===== src/rtl/cp0_pkg.sv =====
package cp0_pkg;
  localparam int IRQ_N        = 8;
  localparam int SW_IRQ_N     = 2;
  localparam int CODE_W       = 5;
  localparam int ST_IE        = 0;
  localparam int ST_EXL       = 1;
  localparam int ST_ERL       = 2;
  localparam int ST_IM_LO     = 8;
  localparam int ST_BEV       = 22;
  localparam int CA_CODE_LO   = 2;
  localparam int CA_IP_LO     = 8;
  localparam int CA_BD        = 31;
  localparam logic [CODE_W-1:0] CODE_INT = '0;

  typedef enum logic [1:0] {
    SEL_STATUS = 2'd0,
    SEL_CAUSE  = 2'd1,
    SEL_EPC    = 2'd2,
    SEL_ERREPC = 2'd3
  } regSel_e;

  typedef struct packed {
    logic              enter;
    logic [CODE_W-1:0] code;
    logic              inDelay;
    logic              eret;
    logic              wrStatus;
    logic              wrCause;
    logic              wrEpc;
    logic              wrErrEpc;
  } cp0Strobe_t;
endpackage


===== src/rtl/cp0_ctrl.sv =====
module cp0_ctrl
  import cp0_pkg::*;
(
  input  logic              clk,
  input  logic              rstN,
  input  logic              excReq,
  input  logic [CODE_W-1:0] excCode,
  input  logic              excInDelay,
  input  logic              eretReq,
  input  logic              regWrEn,
  input  logic [1:0]        regWrSel,
  input  logic [31:0]       statusQ,
  input  logic [31:0]       causeQ,
  output cp0Strobe_t        str,
  output logic              irqPending
);
  logic [IRQ_N-1:0] enabledIrq;
  logic             modeOk;
  logic             busy;

  always_comb begin
    enabledIrq = statusQ[ST_IM_LO +: IRQ_N] & causeQ[CA_IP_LO +: IRQ_N];
    modeOk     = (statusQ[ST_ERL:ST_IE] == 3'b001);
    irqPending = modeOk && (|enabledIrq);

    str = '0;
    if (excReq) begin
      str.enter   = 1'b1;
      str.code    = excCode;
      str.inDelay = excInDelay;
    end else if (eretReq) begin
      str.eret = 1'b1;
    end else if (irqPending) begin
      str.enter = 1'b1;
      str.code  = CODE_INT;
    end

    busy = str.enter | str.eret;
    if (regWrEn && !busy) begin
      case (regSel_e'(regWrSel))
        SEL_STATUS: str.wrStatus = 1'b1;
        SEL_CAUSE:  str.wrCause  = 1'b1;
        SEL_EPC:    str.wrEpc    = 1'b1;
        default:    str.wrErrEpc = 1'b1;
      endcase
    end
  end

  // an unopposed pending interrupt raises the exception level next cycle
  assert_int_taken_R7: assert property (@(posedge clk) disable iff (!rstN)
    (irqPending && !excReq && !eretReq) |=> statusQ[ST_EXL]);

  // a synchronous exception beside a return still leaves EXL raised
  assert_exc_beats_eret_R9: assert property (@(posedge clk) disable iff (!rstN)
    (excReq && eretReq) |=> statusQ[ST_EXL]);
endmodule


===== src/rtl/cp0_dp.sv =====
module cp0_dp
  import cp0_pkg::*;
#(
  parameter int              PC_W      = 64,
  parameter logic [PC_W-1:0] BOOT_PC   = 64'hFFFF_FFFF_BFC0_0000,
  parameter logic [PC_W-1:0] BOOT_BASE = 64'hFFFF_FFFF_BFC0_0200,
  parameter logic [PC_W-1:0] GEN_BASE  = 64'hFFFF_FFFF_8000_0000,
  parameter logic [PC_W-1:0] VEC_OFS   = 64'h180
) (
  input  logic             clk,
  input  logic             rstN,
  input  cp0Strobe_t       str,
  input  logic [IRQ_N-1:0] irqLines,
  input  logic [PC_W-1:0]  curPc,
  input  logic [PC_W-1:0]  wrData,
  output logic [31:0]      statusQ,
  output logic [31:0]      causeQ,
  output logic [PC_W-1:0]  epcQ,
  output logic [PC_W-1:0]  errEpcQ,
  output logic [PC_W-1:0]  redirectPc,
  output logic             redirectValid,
  output logic             llClear
);
  localparam logic [PC_W-1:0] BEV_VEC = BOOT_BASE + VEC_OFS;
  localparam logic [PC_W-1:0] GEN_VEC = GEN_BASE + VEC_OFS;
  localparam logic [31:0]     ST_RESET = 32'(1) << ST_BEV;

  logic [CODE_W-1:0]   codeQ;
  logic                bdQ;
  logic [IRQ_N-1:0]    ipQ;
  logic [SW_IRQ_N-1:0] swIpQ;
  logic [SW_IRQ_N-1:0] swIpD;

  assign causeQ = {bdQ, 15'b0, ipQ, 1'b0, codeQ, 2'b0};
  assign swIpD  = str.wrCause ? wrData[CA_IP_LO +: SW_IRQ_N] : swIpQ;

  always_ff @(posedge clk or negedge rstN) begin
    if (!rstN) begin
      swIpQ <= '0;
      ipQ   <= '0;
    end else begin
      swIpQ <= swIpD;
      ipQ   <= irqLines | {{(IRQ_N-SW_IRQ_N){1'b0}}, swIpD};
    end
  end

  always_ff @(posedge clk or negedge rstN) begin
    if (!rstN) begin
      statusQ       <= ST_RESET;
      codeQ         <= '0;
      bdQ           <= 1'b0;
      epcQ          <= '0;
      errEpcQ       <= '0;
      redirectPc    <= BOOT_PC;
      redirectValid <= 1'b0;
      llClear       <= 1'b0;
    end else begin
      redirectValid <= 1'b0;
      llClear       <= 1'b0;
      if (str.enter) begin
        if (!statusQ[ST_EXL]) begin
          epcQ <= curPc;
          bdQ  <= str.inDelay;
        end
        codeQ            <= str.code;
        statusQ[ST_EXL]  <= 1'b1;
        redirectPc       <= statusQ[ST_BEV] ? BEV_VEC : GEN_VEC;
        redirectValid    <= 1'b1;
      end else if (str.eret) begin
        if (statusQ[ST_ERL]) begin
          statusQ[ST_ERL] <= 1'b0;
          redirectPc      <= errEpcQ;
        end else begin
          statusQ[ST_EXL] <= 1'b0;
          redirectPc      <= epcQ;
        end
        redirectValid <= 1'b1;
        llClear       <= 1'b1;
      end else begin
        if (str.wrStatus) statusQ <= wrData[31:0];
        if (str.wrEpc)    epcQ    <= wrData;
        if (str.wrErrEpc) errEpcQ <= wrData;
      end
    end
  end

  // entry always leaves the exception level raised
  assert_exl_set_R4: assert property (@(posedge clk) disable iff (!rstN)
    str.enter |=> statusQ[ST_EXL]);

  // fresh entry copies the delay-slot flag
  assert_bd_copy_R4: assert property (@(posedge clk) disable iff (!rstN)
    (str.enter && !statusQ[ST_EXL]) |=> (causeQ[CA_BD] == $past(str.inDelay)));

  // nested entry keeps the first return address
  assert_epc_kept_R5: assert property (@(posedge clk) disable iff (!rstN)
    (str.enter && statusQ[ST_EXL]) |=> $stable(epcQ));

  // a redirect only follows an entry or a return
  assert_redirect_src_R6: assert property (@(posedge clk) disable iff (!rstN)
    redirectValid |-> $past(str.enter || str.eret));

  // the LL clear pulse only follows a return
  assert_ll_pulse_R8: assert property (@(posedge clk) disable iff (!rstN)
    llClear |-> $past(str.eret));
endmodule


===== src/rtl/cp0_exc_ctrl.sv =====
module cp0_exc_ctrl
  import cp0_pkg::*;
#(
  parameter int              PC_W      = 64,
  parameter logic [PC_W-1:0] BOOT_PC   = 64'hFFFF_FFFF_BFC0_0000,
  parameter logic [PC_W-1:0] BOOT_BASE = 64'hFFFF_FFFF_BFC0_0200,
  parameter logic [PC_W-1:0] GEN_BASE  = 64'hFFFF_FFFF_8000_0000,
  parameter logic [PC_W-1:0] VEC_OFS   = 64'h180
) (
  input  logic              clk,
  input  logic              rstN,
  input  logic [7:0]        irqLines,
  input  logic              excReq,
  input  logic [4:0]        excCode,
  input  logic              excInDelay,
  input  logic [PC_W-1:0]   curPc,
  input  logic              eretReq,
  input  logic              regWrEn,
  input  logic [1:0]        regWrSel,
  input  logic [PC_W-1:0]   regWrData,
  output logic [PC_W-1:0]   redirectPc,
  output logic              redirectValid,
  output logic              irqPending,
  output logic              llClear,
  output logic [31:0]       statusOut,
  output logic [31:0]       causeOut,
  output logic [PC_W-1:0]   epcOut,
  output logic [PC_W-1:0]   errorEpcOut
);
  cp0Strobe_t  strobe;
  logic [31:0] statusQ;
  logic [31:0] causeQ;

  cp0_ctrl u_ctrl (
    .clk        (clk),
    .rstN       (rstN),
    .excReq     (excReq),
    .excCode    (excCode),
    .excInDelay (excInDelay),
    .eretReq    (eretReq),
    .regWrEn    (regWrEn),
    .regWrSel   (regWrSel),
    .statusQ    (statusQ),
    .causeQ     (causeQ),
    .str        (strobe),
    .irqPending (irqPending)
  );

  cp0_dp #(
    .PC_W      (PC_W),
    .BOOT_PC   (BOOT_PC),
    .BOOT_BASE (BOOT_BASE),
    .GEN_BASE  (GEN_BASE),
    .VEC_OFS   (VEC_OFS)
  ) u_dp (
    .clk           (clk),
    .rstN          (rstN),
    .str           (strobe),
    .irqLines      (irqLines),
    .curPc         (curPc),
    .wrData        (regWrData),
    .statusQ       (statusQ),
    .causeQ        (causeQ),
    .epcQ          (epcOut),
    .errEpcQ       (errorEpcOut),
    .redirectPc    (redirectPc),
    .redirectValid (redirectValid),
    .llClear       (llClear)
  );

  assign statusOut = statusQ;
  assign causeOut  = causeQ;
endmodule


===== config.mk =====
export PLATFORM = sky130hd
export DESIGN_NAME = cp0_exc_ctrl
export DESIGN_NICKNAME = d
export VERILOG_FILES = /design/src/rtl/cp0_pkg.sv /design/src/rtl/cp0_ctrl.sv /design/src/rtl/cp0_dp.sv /design/src/rtl/cp0_exc_ctrl.sv
export SDC_FILE = /design/constraint.sdc
export NUM_CORES = 1
export LEC_CHECK = 0
export ABC_CLOCK_PERIOD_IN_PS = 2600
export BUFFER_PORTS_ARGS = -buffer_cell sky130_fd_sc_hd__buf_2
export CAP_MARGIN = 40
export CELL_PAD_IN_SITES_DETAIL_PLACEMENT = 1
export CELL_PAD_IN_SITES_GLOBAL_PLACEMENT = 1
export CORE_ASPECT_RATIO = 1.75
export CORE_UTILIZATION = 38
export DETAILED_ROUTE_END_ITERATION = 7
export MAX_ROUTING_LAYER = met4
export PLACE_DENSITY_LB_ADDON = 0.1
export SLEW_MARGIN = 20
export SYNTH_ARGS = -nofsm -noshare
export SYNTH_HDL_FRONTEND = slang
export SYNTH_SLANG_ARGS = --single-unit

===== constraint.sdc =====
create_clock -name clk -period 2.6 [get_ports clk]
set_input_delay 0.26 -clock clk [delete_from_list [all_inputs] [get_ports clk]]
set_output_delay 0.26 -clock clk [all_outputs]
set_load 0.01 [all_outputs]

### After elaboration in Yosys (flattened, before gate mapping)

Index checks and enable logic that the tools add are counted.

* bits in registers: 242
* logic and storage cells: 67
* input bits: 149
* output and inout port bits: 259

* multiplexer cells: 27
* equality and inequality tests: 6
* bitwise operators: 6
* reductions and logical operators: 16

Operator list (number)
* 64-bit 2-to-1 mux: 7
* 30-bit 2-to-1 mux: 1
* 6-bit 2-to-1 mux: 3
* 1-bit 2-to-1 mux: 12
* 3-bit AND reduction: 3
* 8-bit bitwise AND: 1
* 8-bit by 2-bit OR with 8-bit output: 1
* 8-bit OR reduction: 1
* 2-bit AND reduction: 3
* 2-bit nonzero test: 3
* 2-bit 2-to-1 mux: 2
* 4-bit 2-to-1 mux: 1
* 3-bit by 1-bit equality test with 1-bit output (second input constant): 1
* 3-bit 2-to-1 mux: 1
* 3-bit inequality test (second input constant): 1
* 1-bit inverter: 3
* 3-bit nonzero test: 1
* 3-bit OR reduction: 1
* 2-bit by 1-bit equality test with 1-bit output (second input constant): 1
* 2-bit equality test (second input constant): 1
* 1-bit logical AND: 2
* 2-bit logical NOT: 1
* 2-bit by 1-bit inequality test with 1-bit output (second input constant): 1
* 2-bit inequality test (second input constant): 1
* other kinds (2): 2

### Logic depth before layout (Yosys ltp)

* depth in word-level cells: 13
* mapped depth: 9
* gate-level depth less buffers: 6

### By module

Synthesis repeated with hierarchy kept, for this count alone.

* cell total of the unflattened synthesis: 856
* area, all modules: 10841.6 um^2

By module, submodules not included
* cp0_dp: area an instance 10620.2 um^2, instances 1, cells each 832
* cp0_ctrl: area an instance 221.5 um^2, instances 1, cells each 24

### Worst setup path after synthesis

Ideal clock, no wire load.

* path kind: register to register
* start: reg u_dp.ipQ[0]
* end: reg u_dp.epcQ[36]
* library setup time: 0.125 ns
* slack: 0.190 ns
* cell stages (with the launch flop): 9
* required time: 2.475 ns
* clock period less this slack: 2.410 ns
* arrival: 2.285 ns
* cells stage by stage: dfrtp_1 > a22o_1 > nor4_1 > o31a_1 > clkbuf_1 > buf_2 > buf_2 > mux2_2 > mux2_2

* longest elaborated chain between the ends: 12

Ends and longest elaborated chain
* start, declared: line cp0_dp.sv:30 `logic [IRQ_N-1:0] ipQ;`
* start signal, assigned: line cp0_dp.sv:43 `ipQ <= irqLines | {{(IRQ_N-SW_IRQ_N){1'b0}}, swIpD};`
* 8-bit bitwise AND (*): line cp0_ctrl.sv:22 `enabledIrq = statusQ[ST_IM_LO +: IRQ_N] & causeQ[CA_IP_LO +: IRQ_N];`
* 8-bit OR reduction (*): line cp0_ctrl.sv:24 `irqPending = modeOk && (|enabledIrq);`
* 1-bit logical AND (*): line cp0_ctrl.sv:24
* 6-bit 2-to-1 mux (*): line cp0_ctrl.sv:33 `end else if (irqPending) begin`
* 6-bit 2-to-1 mux (*): line cp0_ctrl.sv:31 `end else if (eretReq) begin`
* 6-bit 2-to-1 mux (*): line cp0_ctrl.sv:27 `if (excReq) begin`
* 1-bit OR: line cp0_ctrl.sv:38 `busy = str.enter | str.eret;`
* 1-bit logical NOT: line cp0_ctrl.sv:39 `if (regWrEn && !busy) begin`
* 1-bit logical AND: line cp0_ctrl.sv:39
* 4-bit 2-to-1 mux: line cp0_ctrl.sv:39
* 2-bit nonzero test (no line)
* 3-bit AND reduction (no line)
* end signal, assigned: line cp0_dp.sv:62 `epcQ <= curPc;`
* end signal, assigned: line cp0_dp.sv:81 `if (str.wrEpc) epcQ <= wrData;`
* end, declared: line cp0_dp.sv:18 `output logic [PC_W-1:0] epcQ,`

Mark *: on every way between the ends. The rest lies on a longest branch, timed or not.
A chain may end at the register's enable or synchronous reset.

### Final worst setup path

* start: reg u_dp.statusQ[2]
* end: out statusOut[2]

RTL lines
* start, declared: line cp0_dp.sv:16 `output logic [31:0] statusQ,`
* start signal, assigned: line cp0_dp.sv:80 `if (str.wrStatus) statusQ <= wrData[31:0];`
* end, declared: line cp0_exc_ctrl.sv:25 `output logic [31:0] statusOut,`

No word-level cell between the ends.

==> metrics <==
outcome complete, no violations; Post-Syn Area per Cell 13.3 sq um; Clock Latency Late Sink around 0.52 ns; Seq/Total Area, Yosys 0.572; fraction of layout cells with a size suffix above 1 0.554; final wirelength between 30 and 40 mm; Achievable Freq 400 MHz; Sink Count 242; RR Startpoint u_dp.statusQ[10]; Overflow after GRT 0; Yosys warnings 0; Slew headroom 0.544; vias per inst roughly 5.0; Die ar. roughly 0.029 sq mm; DR iter-0 viols 238; largest net degree at the start of global routing slightly below 80; CP required around 2.3 ns; total negative slack 0 ns; number of CTS-inserted buffers 23; synthesized area around 0.011 sq mm; PortBufs around 390; Final #Nets approximately 1400; critical path launch point u_dp.statusQ[2]; Final Setup Violations 0; Syn-to-layout area delta 36.6%; number of library cell types mapped by synthesis 32; post-route ant nets 0; number of max-cap violations 0; Leakage just under 0.007 uW; initial antenna violation count 2; Worst EP arrival 2.24 ns; commonest non-fill, non-tap cell in the layout buf_2; most frequent cells in the layout buf_2, mux2_2, dfrtp_1; Worst Path Class, Setup flip-flop to output pin; first-pass GRT wire length 52.4 mm; worst hold start regWrData[13]; DR pass1 iterations 4; drt drc 0; Post-DP HPWL around 24 mm; initial core utilization 0.389; number of global-route vias before repair between 9000 and 10000; PD cells 810 mW/mm^2; RD Place Congestion roughly 0.79; CTS Buffer Depth 3; CP Capture Type output pin; Min Hold Slack a little over 0.02 ns; Hold WC Path Type primary input to flip-flop; Max IR drop VDD between 0.5 and 0.6 mV; io pins ~400; die height ~220 microns; clock skew around 0.017 ns; Placeable Area about 0.027 sq mm; postcts setup bufs 0; register clock-pin slew on the reported worst setup and hold paths around 0.070 ns; GRT Total Usage 0.248; Max Slew Vio Count 0; CP max FO 35; DR WL/cell 20.8 microns; Die W about 130 microns; std cell rows 80; Min Clock Period, post-route roughly 2.5 ns; CP Launch Type flip-flop; via count approximately 8000; cell count after synthesis around 800; Yosys reg bits around 240; Final Cycle Share 0.961; RSZ-0062 raised after global routing no; Final Hold Vio Count 0; Root Buffer clkbuf_16; H-tree depth 1; Slew @ Worst Pin 0.684 ns; CTS tree yes
[what timing repair did]
item / 4_1_cts / 5_1_grt
resized for setup: 1 / 0
endpoints found under the hold margin: 138 / 0
setup endpoints to repair: 1 / 0
hold buffers: 64 / 0
[layer usage]
metal | routed length [microns] | share of wire | track usage | up-vias
met1 | 12100 | 0.35 | 0.257 | 4104
met3 | 1960 | 0.057 | 0.0473 | 69
met5 | 0 | 0 | - | -
li1 | - | - | - | 3695
met4 | 1490 | 0.044 | 0.106 | 0
met2 | 18600 | 0.55 | 0.449 | 283
[final timing paths]
kind,endpoint,slack [ns],cells past startpoint
hold / removal,u_dp.statusQ[13],0.02,2
setup reg to reg,u_dp.errEpcQ[8],0.19,7
hold reg to reg,u_dp.redirectPc[23],0.48,2
max in group asynchronous,u_dp.redirectPc[24],1.43,3
min in group asynchronous,u_dp.statusQ[17],0.30,2
setup / recovery,statusOut[2],0.10,3
[power by group]
part / internal (uW) / switching [uW] / total [uW]
Sequential: 4580 / 522 / 5100
Combinational: 1420 / 1500 / 2910
Clock: 2310 / 1480 / 3790
[area by class of cell]
cell class / instances / area (sq um)
flip-flops and latches: 242 / 6110
fillers: 3019 / 12800
inverters: 5 / 18.8
clock buffers: 31 / 636
diodes: 3 / 7.51
multi-input cells: 506 / 4260
well taps: 369 / 462
clock inverters: 10 / 203
repair buffers: 477 / 2890
[flip-flops by register name, indices dropped and copies added, names as in the netlist]
signal,cells
u_dp.epcQ,64
u_dp.errEpcQ,64
u_dp.redirectPc,64
u_dp.statusQ,32
u_dp.ipQ,8
u_dp.codeQ,5
u_dp.swIpQ,2
u_dp.bdQ,1
u_dp.llClear,1
u_dp.redirectValid,1
[worst max-delay path, cell delays in order, from the launching register on]
cell	delay, ns
dfrtp_4	0.42
buf_4	0.54
buf_6	0.50
buf_2	0.23
[stage by stage]
stage | setup slack [ns] | util | area (sq um) | cells | total power (uW)
final | 0.101 | 0.532 | 14600 | 1643 | 11800
after global routing | 0.00583 | 0.532 | 14600 | 1642 | 12400
after CTS | 0.0534 | 0.531 | 14600 | 1640 | 12000
after detailed placement | 0.179 | 0.477 | 13100 | 1535 | 8050
after global placement | 0.198 | 0.477 | 13100 | 1534 | 7970
after floorplan | 0.190 | - | 10700 | 822 | 6570
[cell families (layout without fill, tap and decap cells)]
group / count (synthesis) / in the layout / share of synthesized area
simple gates: 111 / 111 / 0.0441
buf+inv: 74 / 523 / 0.0364
flops: 242 / 242 / 0.572
compound gates: 89 / 89 / 0.0507
mux: 288 / 288 / 0.296
other cells: 1 / 21 / 0.000351
[synth_stat cells]
| cell | number | area share |
|---|---|---|
| mux2_2 | 205 | 0.22 |
| dfrtp_1 | 200 | 0.47 |
| nand2_1 | 71 | 0.025 |
| mux2i_1 | 64 | 0.060 |
| dfstp_2 | 42 | 0.10 |
| o21ai_0 | 36 | 0.017 |
| nor2_1 | 26 | 0.0091 |
| buf_4 | 25 | 0.018 |
| clkbuf_1 | 25 | 0.0088 |
| a21oi_1 | 22 | 0.010 |
| mux2_1 | 19 | 0.020 |
| buf_2 | 14 | 0.0066 |
| o31ai_1 | 14 | 0.0098 |
| a21o_1 | 9 | 0.0063 |
| buf_1 | 5 | 0.0018 |
| a22o_1 | 4 | 0.0033 |
| inv_1 | 4 | 0.0014 |
| nand3_1 | 3 | 0.0014 |
| nand3b_1 | 2 | 0.0014 |
| nor3b_1 | 2 | 0.0014 |
| or2_2 | 2 | 0.0012 |
| a2bb2oi_2 | 1 | 0.0014 |
| conb_1 | 1 | 0.00035 |
| inv_2 | 1 | 0.00035 |
| nand4b_1 | 1 | 0.00082 |
| nor2_4 | 1 | 0.0011 |
| nor3_4 | 1 | 0.0015 |
| nor4_1 | 1 | 0.00059 |
| o221ai_1 | 1 | 0.00082 |
| o31a_1 | 1 | 0.00082 |
| o41a_1 | 1 | 0.0011 |
| or3_1 | 1 | 0.00059 |
Power figures use the tool's default switching activity.
